===== src/rtl/resv_pkg.sv =====
package resv_pkg;

  // Why the reservation is dropped in a given cycle (observation aid).
  typedef enum logic [2:0] {
    CLR_NONE    = 3'd0,
    CLR_EXC     = 3'd1,
    CLR_SNOOP   = 3'd2,
    CLR_SC_DONE = 3'd3,
    CLR_LL_LOST = 3'd4
  } clr_cause_e;

  // Number of offset bits for a block of the given byte size.
  function automatic int unsigned ofs_bits(input int unsigned blk_bytes);
    return (blk_bytes <= 1) ? 0 : $clog2(blk_bytes);
  endfunction

endpackage


===== src/rtl/resv_blk_cmp.sv =====
module resv_blk_cmp #(
  parameter int AW    = 32,
  parameter int OFS_W = 4
) (
  input  logic          en,
  input  logic [AW-1:0] addr_a,
  input  logic [AW-1:0] addr_b,
  output logic          hit
);
  localparam logic [AW-1:0] LOW_ONES = AW'((64'd1 << OFS_W) - 64'd1);
  localparam logic [AW-1:0] BLK_MASK = ~LOW_ONES;

  function automatic logic [AW-1:0] blk_base(input logic [AW-1:0] a);
    return a & BLK_MASK;
  endfunction

  assign hit = en && (blk_base(addr_a) == blk_base(addr_b));

endmodule


===== src/rtl/resv_link_reg.sv =====
module resv_link_reg #(
  parameter int AW    = 32,
  parameter int OFS_W = 4
) (
  input  logic          clk,
  input  logic          rst_n,
  input  logic          load,
  input  logic          load_ok,
  input  logic          clr,
  input  logic [AW-1:0] load_addr,
  output logic          valid,
  output logic [AW-1:0] link_addr
);
  localparam logic [AW-1:0] LOW_ONES = AW'((64'd1 << OFS_W) - 64'd1);

  always_ff @(posedge clk or negedge rst_n) begin
    if (!rst_n) begin
      valid     <= 1'b0;
      link_addr <= '0;
    end else if (load) begin
      valid     <= load_ok;
      link_addr <= load_addr & ~LOW_ONES;
    end else if (clr) begin
      valid     <= 1'b0;
    end
  end

endmodule


===== src/rtl/resv_judge.sv =====
module resv_judge
  import resv_pkg::*;
(
  input  logic       req_valid,
  input  logic       req_sc,
  input  logic       exc_event,
  input  logic       link_valid,
  input  logic       req_hit_link,
  input  logic       snoop_hit_link,
  input  logic       snoop_hit_req,
  output logic       sc_req,
  output logic       ll_req,
  output logic       sc_ok,
  output logic       ll_ok,
  output logic       clr,
  output clr_cause_e cause
);
  assign sc_req = req_valid && req_sc;
  assign ll_req = req_valid && !req_sc;

  // Exceptions and hitting snoops win over the request of the same cycle.
  assign sc_ok = sc_req && link_valid && req_hit_link && !exc_event && !snoop_hit_link;
  assign ll_ok = ll_req && !exc_event && !snoop_hit_req;

  always_comb begin
    cause = CLR_NONE;
    if (exc_event)                 cause = CLR_EXC;
    else if (snoop_hit_link)       cause = CLR_SNOOP;
    else if (sc_req)               cause = CLR_SC_DONE;
    else if (ll_req && !ll_ok)     cause = CLR_LL_LOST;
  end

  assign clr = (cause != CLR_NONE);

endmodule


===== src/rtl/resv_monitor.sv =====
module resv_monitor
  import resv_pkg::*;
#(
  parameter int AW        = 32,
  parameter int DW        = 32,
  parameter int BLK_BYTES = 16
) (
  input  logic          clk,
  input  logic          rst_n,
  input  logic          req_valid,
  input  logic          req_sc,
  input  logic [AW-1:0] req_addr,
  input  logic [DW-1:0] req_wdata,
  input  logic          snoop_valid,
  input  logic [AW-1:0] snoop_addr,
  input  logic          exc_event,
  output logic          rsp_valid,
  output logic [DW-1:0] rsp_result,
  output logic          mem_we,
  output logic [AW-1:0] mem_addr,
  output logic [DW-1:0] mem_wdata
);
  localparam int OFS_W = ofs_bits(BLK_BYTES);

  function automatic logic [DW-1:0] result_word(input logic ok);
    return {{(DW-1){1'b0}}, ok};
  endfunction

  logic          link_valid;
  logic [AW-1:0] link_addr;
  logic          req_hit_link;
  logic          snoop_hit_link;
  logic          snoop_hit_req;
  logic          sc_req;
  logic          ll_req;
  logic          sc_ok;
  logic          ll_ok;
  logic          resv_clr;
  clr_cause_e    clr_cause;

  resv_blk_cmp #(.AW(AW), .OFS_W(OFS_W)) u_cmp_req (
    .en(req_valid), .addr_a(req_addr), .addr_b(link_addr), .hit(req_hit_link)
  );

  resv_blk_cmp #(.AW(AW), .OFS_W(OFS_W)) u_cmp_snoop (
    .en(snoop_valid && link_valid), .addr_a(snoop_addr), .addr_b(link_addr),
    .hit(snoop_hit_link)
  );

  resv_blk_cmp #(.AW(AW), .OFS_W(OFS_W)) u_cmp_new (
    .en(snoop_valid && req_valid), .addr_a(snoop_addr), .addr_b(req_addr),
    .hit(snoop_hit_req)
  );

  resv_judge u_judge (
    .req_valid(req_valid), .req_sc(req_sc), .exc_event(exc_event),
    .link_valid(link_valid), .req_hit_link(req_hit_link),
    .snoop_hit_link(snoop_hit_link), .snoop_hit_req(snoop_hit_req),
    .sc_req(sc_req), .ll_req(ll_req), .sc_ok(sc_ok), .ll_ok(ll_ok),
    .clr(resv_clr), .cause(clr_cause)
  );

  resv_link_reg #(.AW(AW), .OFS_W(OFS_W)) u_link (
    .clk(clk), .rst_n(rst_n), .load(ll_req), .load_ok(ll_ok), .clr(resv_clr),
    .load_addr(req_addr), .valid(link_valid), .link_addr(link_addr)
  );

  assign rsp_valid  = sc_req;
  assign rsp_result = result_word(sc_ok);
  assign mem_we     = sc_ok;
  assign mem_addr   = req_addr;
  assign mem_wdata  = req_wdata;

endmodule


===== config.mk =====
export PLATFORM = sky130hd
export DESIGN_NAME = resv_monitor
export DESIGN_NICKNAME = d
export VERILOG_FILES = /design/src/rtl/resv_pkg.sv /design/src/rtl/resv_blk_cmp.sv /design/src/rtl/resv_link_reg.sv /design/src/rtl/resv_judge.sv /design/src/rtl/resv_monitor.sv
export SDC_FILE = /design/constraint.sdc
export NUM_CORES = 1
export LEC_CHECK = 0
export ABC_AREA = 1
export BUFFER_PORTS_ARGS = -buffer_cell sky130_fd_sc_hd__buf_4
export CAP_MARGIN = 30
export CORE_ASPECT_RATIO = 1.4
export CORE_MARGIN = 2
export CORE_UTILIZATION = 48
export CTS_CLUSTER_DIAMETER = 150
export DETAILED_ROUTE_END_ITERATION = 8
export PLACE_DENSITY = 0.87
export SLEW_MARGIN = 0
export SYNTH_ARGS = -nofsm -noshare
export SYNTH_HDL_FRONTEND = slang
export SYNTH_SLANG_ARGS = --single-unit

===== constraint.sdc =====
create_clock -name clk -period 2.65 [get_ports clk]
set_clock_uncertainty 0.2 [all_clocks]
set_input_delay 0.3975 -clock clk [delete_from_list [all_inputs] [get_ports clk]]
set_output_delay 0.3975 -clock clk [all_outputs]
set_load 0.05 [all_outputs]

# Word level (Yosys, flattened, before mapping)
# Cells that the tools add are included.
dict set report op_classes {
  n_eq_ne 3
  mux 6
  reduce_logical 21
}
# op n
set op_table {}
lappend op_table {{== test 28 bit} 3}
lappend op_table {{logical AND 1 bit} 14}
lappend op_table {{2-to-1 mux 3 bit} 4}
lappend op_table {{zero test 1 bit} 5}
lappend op_table {{nonzero test 3 bit} 1}
lappend op_table {{2-to-1 mux 1 bit} 2}
lappend op_table {{nonzero test 2 bit} 1}
dict set report word_totals {
  ff_bits 29
  input_bits 102
  out_inout_bits 98
  wordCells 32
}

# Longest topological paths before layout
dict set report logic_depth {
  word_depth 13
  ltp_mapped 11
  mapped_depth_nobuf 11
}

# Modules after synthesis
# Synthesis repeated with hierarchy kept, for this count alone.
dict set report unflattened {
  hier_cells 707
  hier_area_um2 3767.4
}
# mod instances cells_each area_each_um2 seq_area_each_um2
set by_module_without_submodules {}
lappend by_module_without_submodules {resv_blk_cmp 3 153 589.3 0.0}
lappend by_module_without_submodules {resv_link_reg 1 128 1167.4 725.7}
lappend by_module_without_submodules {resv_monitor 1 101 739.5 0.0}
lappend by_module_without_submodules {resv_judge 1 19 92.6 0.0}

# Least setup slack after synthesis
# OpenSTA, ideal clock, no wires.
dict set report synth_path {
  path_type {input to output}
  from {input req_addr[30]}
  to {output rsp_result[0]}
  arrival_time_ps 1876
  required_ps 2053
  path_slack_ps 177
  cell_stages 9
  path_buffers 1
  cell_sequence {inv_1 -> nand2_1 -> nand4_1 -> nor2_1 -> nand2_1 -> nor2_2 -> nand2_1 -> nor2_1 -> buf_4}
}
dict set report synth_via {
  elab_chain_cells 5
}
# element line_no
set synth_lines {}
lappend synth_lines {{start: declaration} resv_monitor.sv:12} ;# input logic [AW-1:0] req_addr,
lappend synth_lines {{== test 28 bit} resv_blk_cmp.sv:17} ;# assign hit = en && (blk_base(addr_a) == blk_base(addr_b));
lappend synth_lines {{logical AND 1 bit} resv_blk_cmp.sv:17}
lappend synth_lines {{logical AND 1 bit (3 in series)} resv_judge.sv:22} ;# assign sc_ok = sc_req && link_valid && req_hit_link && !exc_event && !snoop_hit_link;
lappend synth_lines {{end: declaration} resv_monitor.sv:18} ;# output logic [DW-1:0] rsp_result,
# No other way between the ends.

# Final worst setup path
dict set report layout_path {
  from {register u_link.link_addr[7]}
  to {output rsp_result[0]}
}
dict set report layout_via {
  elab_chain_cells 5
  elab_cells_between_ends 8
  cone_classes {eq/ne (2); reduce/logical (6)}
}
# element line_no
set layout_lines {}
lappend layout_lines {{start: declaration} resv_link_reg.sv:12} ;# output logic [AW-1:0] link_addr
lappend layout_lines {{start signal: assignment} resv_link_reg.sv:22} ;# link_addr <= load_addr & ~LOW_ONES;
lappend layout_lines {{== test 28 bit} resv_blk_cmp.sv:17}
lappend layout_lines {{logical AND 1 bit} resv_blk_cmp.sv:17}
lappend layout_lines {{logical AND 1 bit (2 in series)} resv_judge.sv:22}
lappend layout_lines {{logical AND 1 bit *} resv_judge.sv:22}
# Every way passes the cells marked *; elsewhere a longest branch is shown, timed or not.

==> metrics.md <==
| Metric | Value |
|---|---|
| Status | `completed` |
| Post-CTS Repair Setup Buffers | `0` |
| WL per Instance | `12.13 µm` |
| Maxcap violations | `0` |
| # clock sinks | `29` |
| Seq cells post-synth | `29` |
| HP Class | `in -> reg` |
| Pwr per Cell Area | `459.4 mW/mm²` |
| Post-synthesis cell count | `581` |
| Main synth FF type | `dfrtp_1` |
| Initial antenna violation count | `0` |
| Grt ovf | `0` |
| GPL Wtd Cong | `0.9253` |
| Pre-antenna DRT Iters | `5` |
| Longest Clk Path Bufs | `2` |
| Synth Area per Inst | `5.771 µm²` |
| Synth Area in Adders | `0` |
| CTS clk-pin slew, worst paths | `0.07 ns` |
| Hpwl dp | `7.131 mm` |
| Slew @ Worst Pin | `0.5221 ns` |
| VDD IR max | `207.3 µV` |
| Tcrit/Tclk final | `0.8893` |
| WHS | `0.1895 ns` |
| Sequential-to-total area share from yosys stat | `0.2164` |
| Row cnt | `36` |
| Util after Layout | `0.5322` |
| Worst-path maximum fanout | `3` |
| Detailed-route DRC error count | `0` |
| Final WS setup | `0.2934 ns` |
| CP endpoint kind | `output pin` |
| Fmax | `424.3 MHz` |
| Post-route ant nets | `0` |
| Diodes inserted | `0` |
| Clock Tree Root | `clkbuf_8` |
| Critical path class | `reg -> out` |
| Largest net degree at the start of global routing | `58` |
| Startpoint types | `flop` |
| Fin. Hold Viols | `0` |
| DR vias | `3221` |
| Worst slack, placed | `0.5061 ns` |
| Starting Density | `0.4898` |
| DRT iter0 DRCs | `161` |
| Min cycle time layout | `2.357 ns` |
| Leakage power | `2.187 nW` |
| Top post-synthesis cells by area | `nand2_1 (25%), buf_4 (22%), dfrtp_1 (22%)` |
| Core Area | `0.006847 mm²` |
| Layout cell share with drive strength beyond 1 | `0.2160` |
| Total Routing Usage GR | `0.2315` |
| Die Y | `102.9 µm` |
| Leading area contributor after synthesis | `nand2_1` |
| Placement-stage cell area | `0.003532 mm²` |
| Yosys warning count | `0` |
| Clk_lat worst skew | `0.29 ns` |
| Final non-filler cell area | `0.003643 mm²` |
| Yosys top cell area share | `0.2451` |
| Port Buf Inserts | `92` |
| Slew HR | `0.6519` |
| Vias in the first global route | `3040` |
| H-tree levels | `2` |
| CTS tree | `done` |
| Post-Route WL | `8.567 mm` |
| # nets final | `712` |
| Die Width | `74.64 µm` |
| Mux share of post-synthesis cell area | `0` |
| CTS buffer count | `5` |
| Non-Filler Instances | `706` |
| Synth top cells by count | `nand2_1 (219), buf_4 (97), inv_1 (74)` |
| Critical Path AT | `1.76 ns` |
| Layout area overhead | `8.657%` |
| Setup violators final | `0` |
| I/O pin count | `200` |
| Post-synthesis simple-gate area fraction | `0.3410` |
| Tot Pwr | `1.674 mW` |
| Vias per cell | `4.562` |
| Worst EP required | `2.05 ns` |
| Main combinational cell family by area after synthesis | `simple AND/OR/NAND/NOR gates` |
| CTS resizes | `0` |
| Setup repair after global routing missed its margin | `no` |
| Die ar. | `0.007680 mm²` |
| Synth Area in XOR/XNOR | `0.03396` |
| Post-synth EDFFs | `0` |
| Distinct cell type count after synthesis | `25` |
| Asr flop ratio synth | `1.000` |
| Setup TNS | `0 ns` |
| Post-synthesis compound-gate area fraction | `0.06940` |
| Placed cells | `697` |
| Global-route wire length before repair | `13.43 mm` |
| Count leader, synth | `nand2_1` |
| Final Max Slew Viols | `0` |
| Post-Syn Area | `0.003353 mm²` |
| CTS hold repair buffers | `1` |
[final cells by class]
cell class | instances | area [µm²]
Clock buffer | 7 | 96.34
Clock inverter | 1 | 5.005
Inverter | 102 | 382.9
Multi-Input combinational cell | 378 | 1607
Tap cell | 95 | 118.9
Fill cell | 735 | 3203
Timing Repair Buffer | 94 | 708.2
Sequential cell | 29 | 725.7
[cell families (layout without fill, tap and decap cells)]
group | after synthesis | count (layout)
AOI/OAI and AO/OA | 44 | 44
xor gates and xnor gates | 13 | 13
buffers and inverters | 204 | 204
DFF | 29 | 29
other | 1 | 31
and+or+nand+nor | 290 | 290
[cells in the final DEF, fill, tap and decap left out, drive strengths merged]
cell         netlist  routed
inv              100     100
nor3               2       2
buf              100      93
dlygate4sd3        0       1
dfrtp             29      29
conb               1      31
a21oi              2       2
clkbuf             2       7
a21boi             1       1
nand4              9       9
xor2               5       5
nand3b             1       1
nor2              47      47
nand2            220     220
nand3             11      11
o21ai             36      36
clkinv             2       3
o22ai              5       5
xnor2              8       8
[registers in the layout, indices dropped and copies added (netlist names)]
| signal | flops |
|---|---|
| u_link.link_addr | 28 |
| u_link.valid | 1 |
[metal layers]
layer / part of all wire / up-vias / GRT usage
li1: - / 1653 / -
met1: 0.38 / 1410 / 0.2579
met2: 0.51 / 119 / 0.4132
met3: 0.060 / 39 / 0.02933
met4: 0.047 / 0 / 0.1346
met5: 0 / - / 0
[worst max-delay path: stages (launching register included)]
cell and delay [ns]:
dfrtp_1 0.42, xnor2_1 0.24, nand3_1 0.10, nor2_1 0.10
nand2_1 0.06, nor2_1 0.08, nand2_1 0.06, nor2_1 0.17
buf_4 0.24
[worst paths after layout]
kind | cells past startpoint | slack (ns) | start | endpoint
setup reg to reg | 8 | 1.09 | u_link.link_addr[7] | u_link.valid
hold reg to reg | 2 | 0.33 | u_link.link_addr[6] | u_link.link_addr[6]
min in group asynchronous | 2 | 0.38 | rst_n | u_link.link_addr[5]
setup / recovery | 8 | 0.29 | u_link.link_addr[7] | rsp_result[0]
hold / removal | 3 | 0.19 | req_addr[7] | u_link.link_addr[7]
max in group asynchronous | 2 | 1.56 | rst_n | u_link.link_addr[31]
[power breakdown]
part	total, mW	internal [mW]	switching, mW
clock	0.420	0.235	0.185
sequential	0.559	0.497	0.0621
combinational	0.694	0.226	0.469
total	1.67	0.958	0.716
Note: power is estimated with default switching activity, not from simulation.
